<file path="src/rtl/sdh_reg_pkg.sv">
// Package: shared offsets, bit positions and the register index type
// for the SD/MMC host register bank. Assumes byte offsets on a 16-bit port.
package sdh_reg_pkg;

    localparam int BUS_W = 16;

    typedef enum logic [2:0] {
        RI_NONE,
        RI_ARGL,
        RI_ARGH,
        RI_CTRL,
        RI_STAT,
        RI_IEN,
        RI_BUF,
        RI_REV
    } reg_idx_e;

    localparam logic [7:0] OFF_ARGL = 8'h04;
    localparam logic [7:0] OFF_ARGH = 8'h08;
    localparam logic [7:0] OFF_CTRL = 8'h0C;
    localparam logic [7:0] OFF_STAT = 8'h10;
    localparam logic [7:0] OFF_IEN  = 8'h14;
    localparam logic [7:0] OFF_BUF  = 8'h18;
    localparam logic [7:0] OFF_REV  = 8'h1C;

    // Status bit positions fixed by neighbouring units
    localparam int ST_CDET   = 1;
    localparam int ST_AFULL  = 10;
    localparam int ST_AEMPTY = 11;

    // Control field positions
    localparam int CT_WIDE = 15;
    localparam int CT_MODE = 12;
    localparam int CT_EN   = 11;
    localparam int CT_BE   = 10;

    // Buffer field positions
    localparam int BF_RXDMA = 15;
    localparam int BF_AF    = 8;
    localparam int BF_TXDMA = 7;
    localparam int BF_AE    = 0;

    // Map an offset to a register index; unknown offsets give RI_NONE.
    function automatic reg_idx_e map_offset(input logic [7:0] off);
        case (off)
            OFF_ARGL: map_offset = RI_ARGL;
            OFF_ARGH: map_offset = RI_ARGH;
            OFF_CTRL: map_offset = RI_CTRL;
            OFF_STAT: map_offset = RI_STAT;
            OFF_IEN:  map_offset = RI_IEN;
            OFF_BUF:  map_offset = RI_BUF;
            OFF_REV:  map_offset = RI_REV;
            default:  map_offset = RI_NONE;
        endcase
    endfunction

endpackage

</file>
<file path="src/rtl/sdh_reg_decode.sv">
// Module: address decoder. Turns a byte offset into a register index
// and one-hot write strobes. Assumes bus_addr wider than the offset
// space is out of range unless its upper bits are zero.
module sdh_reg_decode
    import sdh_reg_pkg::*;
#(
    parameter int ADDR_W = 8
) (
    input  logic              bus_wr,
    input  logic [ADDR_W-1:0] bus_addr,
    output reg_idx_e          rd_idx,
    output logic              wr_argl,
    output logic              wr_argh,
    output logic              wr_ctrl,
    output logic              wr_stat,
    output logic              wr_ien,
    output logic              wr_buf
);
    localparam int OFF_W = 8;

    logic [OFF_W-1:0] off8;
    logic             in_range;

    // Fold the address down to the 8-bit offset space
    generate
        if (ADDR_W > OFF_W) begin : g_wide
            assign off8     = bus_addr[OFF_W-1:0];
            assign in_range = (bus_addr[ADDR_W-1:OFF_W] == '0);
        end else begin : g_narrow
            assign off8     = OFF_W'(bus_addr);
            assign in_range = 1'b1;
        end
    endgenerate

    // Select the register and qualify write strobes
    always_comb begin
        rd_idx  = in_range ? map_offset(off8) : RI_NONE;
        wr_argl = bus_wr && (rd_idx == RI_ARGL);
        wr_argh = bus_wr && (rd_idx == RI_ARGH);
        wr_ctrl = bus_wr && (rd_idx == RI_CTRL);
        wr_stat = bus_wr && (rd_idx == RI_STAT);
        wr_ien  = bus_wr && (rd_idx == RI_IEN);
        wr_buf  = bus_wr && (rd_idx == RI_BUF);
    end

endmodule

</file>
<file path="src/rtl/sdh_reg_config.sv">
// Module: configuration registers (argument, control, interrupt enable,
// buffer) plus the one-cycle FIFO flush request. Assumes write strobes
// are one-hot and last one cycle.
module sdh_reg_config
    import sdh_reg_pkg::*;
#(
    parameter int DIV_W = 10,
    parameter int LVL_W = 5
) (
    input  logic             clk,
    input  logic             rst_n,
    input  logic             wr_argl,
    input  logic             wr_argh,
    input  logic             wr_ctrl,
    input  logic             wr_ien,
    input  logic             wr_buf,
    input  logic [BUS_W-1:0] wdata,
    output logic [2*BUS_W-1:0] arg,
    output logic             bus_wide,
    output logic [1:0]       xfer_mode,
    output logic             host_en,
    output logic             big_endian,
    output logic [DIV_W-1:0] clk_div,
    output logic [BUS_W-1:0] ien,
    output logic             rx_dma_en,
    output logic             tx_dma_en,
    output logic [LVL_W-1:0] af_level,
    output logic [LVL_W-1:0] ae_level,
    output logic             soft_rst,
    output logic             fifo_flush
);
    localparam logic [LVL_W-1:0] AF_RESET = '1;

    // A control write with the enable bit low requests a soft reset
    assign soft_rst = wr_ctrl && !wdata[CT_EN];

    // Argument halves, each written independently
    always_ff @(posedge clk) begin
        if (!rst_n) begin
            arg <= '0;
        end else begin
            if (wr_argl) arg[BUS_W-1:0]       <= wdata;
            if (wr_argh) arg[2*BUS_W-1:BUS_W] <= wdata;
        end
    end

    // Control fields
    always_ff @(posedge clk) begin
        if (!rst_n) begin
            bus_wide   <= 1'b0;
            xfer_mode  <= 2'b00;
            host_en    <= 1'b0;
            big_endian <= 1'b0;
            clk_div    <= '0;
        end else if (wr_ctrl) begin
            bus_wide   <= wdata[CT_WIDE];
            xfer_mode  <= wdata[CT_MODE+1:CT_MODE];
            host_en    <= wdata[CT_EN];
            big_endian <= wdata[CT_BE];
            clk_div    <= wdata[DIV_W-1:0];
        end
    end

    // Interrupt enables; the top bit is never stored
    always_ff @(posedge clk) begin
        if (!rst_n) begin
            ien <= '0;
        end else if (wr_ien) begin
            ien <= {1'b0, wdata[BUS_W-2:0]};
        end
    end

    // Buffer configuration
    always_ff @(posedge clk) begin
        if (!rst_n) begin
            rx_dma_en <= 1'b0;
            tx_dma_en <= 1'b0;
            af_level  <= AF_RESET;
            ae_level  <= '0;
        end else if (wr_buf) begin
            rx_dma_en <= wdata[BF_RXDMA];
            tx_dma_en <= wdata[BF_TXDMA];
            af_level  <= wdata[BF_AF+LVL_W-1:BF_AF];
            ae_level  <= wdata[BF_AE+LVL_W-1:BF_AE];
        end
    end

    // One-cycle flush request following a soft reset
    always_ff @(posedge clk) begin
        if (!rst_n) fifo_flush <= 1'b0;
        else        fifo_flush <= soft_rst;
    end


    arg_hi_keep_chk: assert property (@(posedge clk) disable iff (!rst_n)
        (wr_argl && !wr_argh) |=> (arg[2*BUS_W-1:BUS_W] == $past(arg[2*BUS_W-1:BUS_W])));


    arg_lo_keep_chk: assert property (@(posedge clk) disable iff (!rst_n)
        (wr_argh && !wr_argl) |=> (arg[BUS_W-1:0] == $past(arg[BUS_W-1:0])));


    flush_pulse_chk: assert property (@(posedge clk) disable iff (!rst_n)
        (fifo_flush && !soft_rst) |=> !fifo_flush);

endmodule

</file>
<file path="src/rtl/sdh_edge_rise.sv">
// Module: rising-edge detector for a level that is already synchronous
// to clk. During reset the history follows the input, so a level that
// is high at reset release is not taken as an edge.
module sdh_edge_rise (
    input  logic clk,
    input  logic rst_n,
    input  logic level,
    output logic rise
);
    logic prev_q;

    // Remember the previous level
    always_ff @(posedge clk) begin
        prev_q <= level;
    end

    assign rise = rst_n && level && !prev_q;

endmodule

</file>
<file path="src/rtl/sdh_reg_status.sv">
// Module: status word. Set pulses take priority over every clear source
// (write-one-clear, soft reset, DMA-enable clears). Assumes set pulses
// are synchronous to clk.
module sdh_reg_status
    import sdh_reg_pkg::*;
(
    input  logic             clk,
    input  logic             rst_n,
    input  logic [BUS_W-1:0] set_in,
    input  logic             cd_rise,
    input  logic             wr_stat,
    input  logic             soft_rst,
    input  logic             dma_clr_rx,
    input  logic             dma_clr_tx,
    input  logic [BUS_W-1:0] wdata,
    output logic [BUS_W-1:0] status
);
    logic [BUS_W-1:0] set_vec;
    logic [BUS_W-1:0] clr_vec;

    // Gather set and clear sources
    always_comb begin
        set_vec = set_in;
        set_vec[ST_CDET] = set_in[ST_CDET] | cd_rise;
        clr_vec = '0;
        if (wr_stat)    clr_vec = clr_vec | wdata;
        if (soft_rst)   clr_vec = '1;
        if (dma_clr_rx) clr_vec[ST_AFULL]  = 1'b1;
        if (dma_clr_tx) clr_vec[ST_AEMPTY] = 1'b1;
    end

    // Update status with set winning over clear
    always_ff @(posedge clk) begin
        if (!rst_n) status <= '0;
        else        status <= (status & ~clr_vec) | set_vec;
    end


    w1c_chk: assert property (@(posedge clk) disable iff (!rst_n)
        (wr_stat && !soft_rst && !dma_clr_rx && !dma_clr_tx && set_in == '0 && !cd_rise)
        |=> (status == ($past(status) & ~$past(wdata))));


    soft_clear_chk: assert property (@(posedge clk) disable iff (!rst_n)
        (soft_rst && set_in == '0 && !cd_rise) |=> (status == '0));


    rx_dma_clear_chk: assert property (@(posedge clk) disable iff (!rst_n)
        (dma_clr_rx && !set_in[ST_AFULL]) |=> !status[ST_AFULL]);


    set_wins_chk: assert property (@(posedge clk) disable iff (!rst_n)
        (set_in != '0) |=> ((status & $past(set_in)) == $past(set_in)));

endmodule

</file>
<file path="src/rtl/sdh_regbank.sv">
// Module: top of the SD/MMC host status and interrupt register bank.
// Joins the decoder, configuration registers, status word and the
// card-detect edge detector, and drives the read mux and interrupt.
// Assumes card_det is already synchronous to clk.
module sdh_regbank
    import sdh_reg_pkg::*;
#(
    parameter int ADDR_W   = 8,
    parameter int WIDE_DIV = 1,
    parameter int LVL_W    = 5,
    localparam int DIV_W   = (WIDE_DIV != 0) ? 10 : 8
) (
    input  logic              clk,
    input  logic              rst_n,
    input  logic              bus_wr,
    input  logic [ADDR_W-1:0] bus_addr,
    input  logic [15:0]       bus_wdata,
    output logic [15:0]       bus_rdata,
    input  logic [15:0]       evt_set,
    input  logic              card_det,
    output logic              irq,
    output logic [31:0]       cmd_arg,
    output logic              bus_wide,
    output logic [1:0]        xfer_mode,
    output logic              host_en,
    output logic              big_endian,
    output logic [DIV_W-1:0]  clk_div,
    output logic              rx_dma_en,
    output logic              tx_dma_en,
    output logic [LVL_W-1:0]  af_level,
    output logic [LVL_W-1:0]  ae_level,
    output logic              fifo_flush
);
    localparam logic [BUS_W-1:0] REV_ID = (WIDE_DIV != 0) ? 16'd2 : 16'd1;

    reg_idx_e         rd_idx;
    logic             wr_argl, wr_argh, wr_ctrl, wr_stat, wr_ien, wr_buf;
    logic [BUS_W-1:0] ien;
    logic [BUS_W-1:0] status;
    logic             soft_rst;
    logic             cd_rise;

    sdh_reg_decode #(.ADDR_W(ADDR_W)) u_dec (
        .bus_wr  (bus_wr),
        .bus_addr(bus_addr),
        .rd_idx  (rd_idx),
        .wr_argl (wr_argl),
        .wr_argh (wr_argh),
        .wr_ctrl (wr_ctrl),
        .wr_stat (wr_stat),
        .wr_ien  (wr_ien),
        .wr_buf  (wr_buf)
    );

    sdh_reg_config #(.DIV_W(DIV_W), .LVL_W(LVL_W)) u_cfg (
        .clk       (clk),
        .rst_n     (rst_n),
        .wr_argl   (wr_argl),
        .wr_argh   (wr_argh),
        .wr_ctrl   (wr_ctrl),
        .wr_ien    (wr_ien),
        .wr_buf    (wr_buf),
        .wdata     (bus_wdata),
        .arg       (cmd_arg),
        .bus_wide  (bus_wide),
        .xfer_mode (xfer_mode),
        .host_en   (host_en),
        .big_endian(big_endian),
        .clk_div   (clk_div),
        .ien       (ien),
        .rx_dma_en (rx_dma_en),
        .tx_dma_en (tx_dma_en),
        .af_level  (af_level),
        .ae_level  (ae_level),
        .soft_rst  (soft_rst),
        .fifo_flush(fifo_flush)
    );

    sdh_edge_rise u_cd (
        .clk  (clk),
        .rst_n(rst_n),
        .level(card_det),
        .rise (cd_rise)
    );

    sdh_reg_status u_st (
        .clk       (clk),
        .rst_n     (rst_n),
        .set_in    (evt_set),
        .cd_rise   (cd_rise),
        .wr_stat   (wr_stat),
        .soft_rst  (soft_rst),
        .dma_clr_rx(wr_buf && bus_wdata[BF_RXDMA]),
        .dma_clr_tx(wr_buf && bus_wdata[BF_TXDMA]),
        .wdata     (bus_wdata),
        .status    (status)
    );

    // Interrupt whenever an enabled status bit is pending
    assign irq = |(status & ien);

    // Read mux assembling each register from its fields
    always_comb begin
        bus_rdata = '0;
        case (rd_idx)
            RI_ARGL: bus_rdata = cmd_arg[15:0];
            RI_ARGH: bus_rdata = cmd_arg[31:16];
            RI_CTRL: begin
                bus_rdata[CT_WIDE]             = bus_wide;
                bus_rdata[CT_MODE+1:CT_MODE]   = xfer_mode;
                bus_rdata[CT_EN]               = host_en;
                bus_rdata[CT_BE]               = big_endian;
                bus_rdata[DIV_W-1:0]           = clk_div;
            end
            RI_STAT: bus_rdata = status;
            RI_IEN:  bus_rdata = ien;
            RI_BUF: begin
                bus_rdata[BF_RXDMA]            = rx_dma_en;
                bus_rdata[BF_AF+LVL_W-1:BF_AF] = af_level;
                bus_rdata[BF_TXDMA]            = tx_dma_en;
                bus_rdata[BF_AE+LVL_W-1:BF_AE] = ae_level;
            end
            RI_REV:  bus_rdata = REV_ID;
            default: bus_rdata = '0;
        endcase
    end


    cdet_rise_chk: assert property (@(posedge clk) disable iff (!rst_n)
        $rose(card_det) |=> status[ST_CDET]);


    irq_quiet_chk: assert property (@(posedge clk) disable iff (!rst_n)
        (wr_stat && bus_wdata == 16'hFFFF && evt_set == '0 && !cd_rise) |=> !irq);


    ien_top_chk: assert property (@(posedge clk) disable iff (!rst_n)
        wr_ien |=> !ien[BUS_W-1]);

endmodule

</file>
<file path="config.mk">
export PLATFORM = sky130hd
export DESIGN_NAME = sdh_regbank
export DESIGN_NICKNAME = d
export VERILOG_FILES = /design/src/rtl/sdh_reg_pkg.sv /design/src/rtl/sdh_reg_decode.sv /design/src/rtl/sdh_reg_config.sv /design/src/rtl/sdh_edge_rise.sv /design/src/rtl/sdh_reg_status.sv /design/src/rtl/sdh_regbank.sv
export SDC_FILE = /design/constraint.sdc
export NUM_CORES = 1
export LEC_CHECK = 0
export BUFFER_PORTS_ARGS = -buffer_cell sky130_fd_sc_hd__buf_2
export CAP_MARGIN = 20
export CORE_UTILIZATION = 52
export DETAILED_ROUTE_END_ITERATION = 7
export PLACE_DENSITY = 0.84
export SETUP_SLACK_MARGIN = 0.15
export SYNTH_ARGS = -nofsm -noshare
export SYNTH_HDL_FRONTEND = slang
export SYNTH_SLANG_ARGS = --single-unit
</file>
<file path="constraint.sdc">
create_clock -name clk -period 2.5 [get_ports clk]
set_input_delay 0.5 -clock clk [delete_from_list [all_inputs] [get_ports clk]]
set_output_delay 0.5 -clock clk [all_outputs]
set_load 0.05 [all_outputs]
</file>
==> run_results.csv, run 1 <==
group,metric,value,unit
detailed_routing,routedWlPerCell,19.4,um
sta,finalCritPeriodShare,0.994,
run,maxCapViolCount,0,
critical_path,cp_max_fo,3,
synth,yosysWarnings,0,
grt,use_met1,0.442,
detailed_routing,remaining_drc_errors,0,
synth,synth_cell_types,41,
synth,synthTopCellsByArea,"dfxtp_1 43%, nand2_1 11%, a21oi_1 7.8%, mux2i_1 7.3%, mux2_2 4.2%",
sta,finalCriticalPeriod,2480,ps
synth,synth_fp_nets,549,
grt,use_met2,0.567,
placement,gp_congestion,0.947,
placement,dp_hpwl,10.1,mm
synth,synth_edf_count,0,
clock_network,cts-root-buf,"clkbuf_8",
final_layout,num-fill-cells,593,
floorplan,rows,32,
synth,async_reset_ff_frac,0,
grt,top_usage_layer,"met2",
sta,final_max_slew_viol_count,0,
detailed_routing,postRouteAntennaNets,0,
synth,syn_area,4270,um2
pwr,power_density,504,nW/um2
final_layout,nets,689,
final_layout,multi_input_area,2430,um2
synth,yosysTopAreaCellShare,0.431,
pwr,leakagePower,2.48,nW
synth,yosysSeqAreaShare,0.431,
critical_path,max_stage_delay,460,ps
sta,fmax,0.402,GHz
detailed_routing,first_pass_iters,5,
placement,portBuffers,120,
floorplan,die_area,8580,um2
critical_path,path_buf_inv,3,
final_layout,seqCellArea,1840,um2
grt,grt.total_usage,0.345,
critical_path,cp-start-kind,"input port",
sta,grt_setup_unrepaired,"true",
sta,relSlewSlack,0.583,
sta,setup_violations,0,
grt,grt-ovfl-total,0,
grt,grt_pass1_wl,22.5,mm
synth,synthFlopType,"dfxtp_1",
detailed_routing,vias_per_cell,6.13,
final_layout,diodes,0,
pwr,power.total,2.94,mW
critical_path,cp_top_family,"simple AND/OR/NAND/NOR gates",
clock_network,insertion_delay,360,ps
sta,skew,0.319,ps
detailed_routing,drt-total-wl,14.6,mm
critical_path,cp.required,2000,ps
floorplan,die-width,92.6,um
placement,dpl_worst_slack,-70.2,ps
grt,grt_max_degree,47,
detailed_routing,drtIter0Drc,398,
clock_network,h-tree-depth,3,
sta,setup_ws,15.5,ps
floorplan,initial_core_util,0.544,
grt,grt_pass1_vias,4260,
synth,synth-seq-cells,92,
grt,antenna_found_initial,0,
grt,grtUsageMet3,0.0558,
detailed_routing,via_count,4607,
final_layout,drive_gt1_frac,0.353,
floorplan,die_y,92.6,um
sta,finalHoldViolations,0,
clock_network,cts_tree,"built",
run_status,outcome,"finished, final reports clean",
floorplan,ios,121,
critical_path,path_class,"input port to primary output",
sta,worst_slew_pin_slew,617,ps
synth,syn_inst,505,
floorplan,core,7850,um2
synth,synth_area_leader_cell,"dfxtp_1",
clock_network,cts_buffers,9,
pwr,peakVddDrop,0.394,mV
critical_path,arrival,1980,ps
critical_path,slowest_stage,"or4_4",
clock_network,clkTransAtPathRegs,90,ps
final_layout,final_core_util,0.742,
synth,syn_area_per_cell,8.46,um2
critical_path,crit_chain,"buf_6 > or2_4 > or4_4 > nor3_2 > buf_4 > a211o_2 > buf_8",
min_path,hp-class,"input port to register",
clock_network,cts_sinks,92,
final_layout,syn_to_final_growth,36.3,%
clock_network,clk_path_buf_depth,2,
critical_path,end_kind,"primary output",
## power by group
group	total, mW	switching (mW)	internal [mW]	leakage (nW)
clock	1.08	0.516	0.559	0.0956
sequential	1.52	0.0258	1.49	0.747
combinational	0.345	0.202	0.143	1.64
## through the flow
stage          hold slack [ps]  cells  instance area (um2)  setup TNS (ps)
4_1_cts                    237    747                 5700               0
2_1_floorplan              468    505                 4450           -1260
6_report                   245    751                 5820               0
3_3_place_gp               449    731                 5340            -137
5_1_grt                    236    751                 5820           -3.62
3_5_place_dp               454    731                 5340            -244
## worst paths after layout
| path | end | depth (start not counted) | start | slack [ps] |
|---|---|---|---|---|
| worst max-delay path | bus_rdata[5] | 7 | bus_addr[5] | 20 |
| worst min register to register | u_cfg.xfer_mode[1] | 2 | u_cfg.xfer_mode[1] | 470 |
| worst max register to register | u_st.status[1] | 2 | u_st.status[1] | 1630 |
| worst min-delay path | u_cd.prev_q | 1 | card_det | 250 |
## registers in the layout, indices dropped and copies added (netlist names), 2 cells and up
signal           cells
u_st.status         16
u_cfg.clk_div       10
u_cfg.xfer_mode      2
u_cfg.arg           32
u_cfg.ien           15
u_cfg.af_level       5
u_cfg.ae_level       5
## layout by cell type (no fill, tap or decap), types with 13 or more instances in the layout
cell type,netlist,routed
a21oi_1,67,65
a32o_1,15,15
buf_2,15,100
buf_4,0,46
buf_6,4,15
dfxtp_1,92,92
mux2_2,16,16
mux2i_1,31,31
nand2_1,124,124
nand3_1,13,13
nor2_1,31,29
## metal layers
metal | vias to the layer above | share of wire
li1 | 2069 | -
met1 | 2197 | 0.40
met2 | 299 | 0.47
met3 | 42 | 0.097
met4 | 0 | 0.033
met5 | - | 0
## cell type report
type | instances | area share
well taps | 102 | 0.0219
flip-flops and latches | 92 | 0.316
inverters | 2 | 0.00129
repair buffers | 171 | 0.207
clock inverters | 4 | 0.0129
multi-input cells | 369 | 0.418
clock buffers | 11 | 0.0226
## cell families after synthesis
logic type,Yosys count,share of synthesized area
DFF,92,0.431
muxes,47,0.115
buffers and inverters,44,0.0501
AOI/OAI and AO/OA,125,0.196
and+or+nand+nor,197,0.208
## synthesized netlist by cell type (2+ instances only)
cell      number
nand2b_1       3
nor2_1        31
buf_2         15
or4_1          3
mux2_2        16
o22a_1         2
nand3_1       13
a221o_1        2
a32o_1        15
mux2i_1       31
a22o_1         3
a221oi_1      12
buf_6          4
nor2b_1        6
clkbuf_1      19
nor3_1         2
buf_1          4
nand4_1        4
nor4_4         3
a21oi_1       67
a211oi_1      10
dfxtp_1       92
nand2_1      124
a22oi_1        7
## timing repair
| action | 4_1_cts | 5_1_grt |
|---|---|---|
| resized for setup | 35 | 18 |
| gates cloned | 1 | 0 |
| hold buffers | 0 | 0 |
| endpoints found under the setup margin | 16 | 16 |
| buffers inserted | 0 | 4 |
| endpoints found under the hold margin | 0 | 0 |
## worst reg2reg max path, cell delays in order (launching register included)
cell,delay (ps)
dfxtp_1,400
a21boi_0,270
o2bb2ai_1,140
Power figures use the tool's default switching activity.
==> run 2, diff against run 1 <==
==> constraint.sdc (replaced) <==
create_clock -name clk -period 2.5 [get_ports clk]
set_input_delay 0.125 -clock clk [delete_from_list [all_inputs] [get_ports clk]]
set_output_delay 0.125 -clock clk [all_outputs]
set_load 0.05 [all_outputs]
==> run_results.csv, run 2 (same netlist as run 1, synthesis figures left out) <==
group,metric,value,unit
grt,grt.total_usage,0.320,
final_layout,drive_gt1_frac,0.278,
final_layout,final_common_cell,"nand2_1",
critical_path,max_stage_delay,580,ps
detailed_routing,first_pass_iters,5,
clock_network,clk_path_buf_depth,2,
floorplan,initial_core_util,0.544,
sta,final_max_slew_viol_count,0,
detailed_routing,remaining_drc_errors,0,
final_layout,reg.largest.list,"u_cfg.arg (32), u_st.status (16), u_cfg.ien (15)",
sta,finalCritPeriodShare,0.863,
critical_path,cp-start-kind,"input port",
clock_network,holdBufCountCts,16,
detailed_routing,drtIter0Drc,417,
min_path,min_from,"evt_set[1]",
critical_path,path_class,"input port to primary output",
placement,dp_hpwl,9.47,mm
floorplan,die_area,8580,um2
min_path,hp-class,"input port to register",
floorplan,rows,32,
critical_path,cp_common_cell,"buf_2",
clock_network,cts_setup_buffers,0,
run_status,outcome,"finished, final reports clean",
detailed_routing,vias_per_cell,6.07,
sta,worst_slew_pin_slew,688,ps
grt,grt_pass1_vias,4132,
final_layout,largest_register_ffs,32,
min_path,hold_end,"u_st.status[1]",
pwr,leakagePower,2.35,nW
detailed_routing,postRouteAntennaNets,0,
sta,finalHoldViolations,0,
pwr,peakVddDrop,0.371,mV
floorplan,core,7850,um2
final_layout,final_cell_mix,"124 x nand2_1, 120 x buf_2, 92 x dfxtp_1",
clock_network,cts_buffers,9,
sta,fmax,0.463,GHz
critical_path,cp_max_fo,9,
min_path,min_path_cells,3,
grt,grt-ovfl-total,0,
run,maxCapViolCount,0,
final_layout,diodes,0,
critical_path,end_kind,"primary output",
final_layout,largest_register,"u_cfg.arg",
clock_network,clkTransAtPathRegs,80,ps
grt,grt_pass1_wl,21.0,mm
sta,fin_setup_tns,0,ps
sta,setup_ws,342,ps
critical_path,crit_chain,"buf_2 > or2_1 > or4_1 > nor3_1 > a22o_1 > buf_2",
sta,relSlewSlack,0.541,
sta,finalCriticalPeriod,2160,ps
final_layout,stdcell_count,736,
floorplan,ios,121,
critical_path,slowest_stage,"or4_1",
clock_network,h-tree-depth,3,
final_layout,num-fill-cells,650,
floorplan,die-width,92.6,um
critical_path,rr_startpoint,"u_st.status[1]",
clock_network,cts_tree,"built",
placement,gp_congestion,0.922,
clock_network,cts_sinks,92,
critical_path,r2r_cells,2,
grt,antenna_found_initial,0,
final_layout,syn_to_final_growth,25.9,%
detailed_routing,drt-total-wl,13.8,mm
clock_network,cts-root-buf,"clkbuf_8",
placement,dp_cells,704,
critical_path,reg2reg_slack,1750,ps
final_layout,multi_input_area,2220,um2
grt,grt_max_degree,45,
clock_network,insertion_delay,360,ps
placement,dpl_worst_slack,360,ps
clock_network,cts_resized,0,
floorplan,die_y,92.6,um
critical_path,arrival,2030,ps
pwr,power.total,3.09,mW
sta,grt_setup_unrepaired,"false",
placement,portBuffers,120,
final_layout,nets,673,
detailed_routing,routedWlPerCell,18.7,um
final_layout,seqCellArea,1840,um2
critical_path,r2r-end,"u_st.status[1]",
sta,skew,0.0717,ps
critical_path,cp.required,2380,ps
sta,setup_violations,0,
detailed_routing,via_count,4469,
pwr,power_density,574,nW/um2
-- run 2: layout make-up --
type,count,share of cell area
Clock inverter,3,0.0167
Multi-Input combinational cell,369,0.412
Timing Repair Buffer,155,0.170
Tap cell,102,0.0237
Inverter,2,0.00140
Clock buffer,13,0.0333
Sequential cell,92,0.342
-- run 2: critical path: cells and delay by family --
| family | cells | cell delay, ps |
|---|---|---|
| buf+inv | 2 | 380 |
| compound gates | 1 | 230 |
| simple gates | 3 | 1300 |
-- run 2: how the worst max path moves through the flow --
stage | start | end | slack (ps)
after floorplan | bus_addr[5] | bus_rdata[0] | -70
after global placement | bus_addr[5] | bus_rdata[6] | 400
after detailed placement | bus_addr[5] | bus_rdata[6] | 360
after CTS | bus_addr[5] | bus_rdata[6] | 360
after global routing | bus_addr[5] | bus_rdata[6] | 260
final | bus_addr[5] | bus_rdata[6] | 340
-- run 2: metrics by stage --
step	hold WS, ps	utilization	area, um2
2_1_floorplan	153	-	4270
3_3_place_gp	242	0.631	4950
3_5_place_dp	245	0.631	4950
4_1_cts	27.3	0.685	5380
5_1_grt	51.4	0.685	5380
6_report	29.6	0.685	5380
-- run 2: power by group --
| part | total [mW] | internal, mW | switching (mW) |
|---|---|---|---|
| combinational | 0.284 | 0.111 | 0.173 |
| clock | 1.29 | 0.774 | 0.514 |
| sequential | 1.51 | 1.49 | 0.0235 |
| total | 3.09 | 2.38 | 0.711 |
-- run 2: per-layer routing --
layer | routed length, um | share of wire | vias to the layer above | track usage
li1 | - | - | 2052 | -
met1 | 5480 | 0.40 | 2092 | 0.409
met2 | 6440 | 0.47 | 283 | 0.520
met3 | 1420 | 0.10 | 42 | 0.0714
met4 | 437 | 0.032 | 0 | 0.132
met5 | 0 | 0 | - | 0
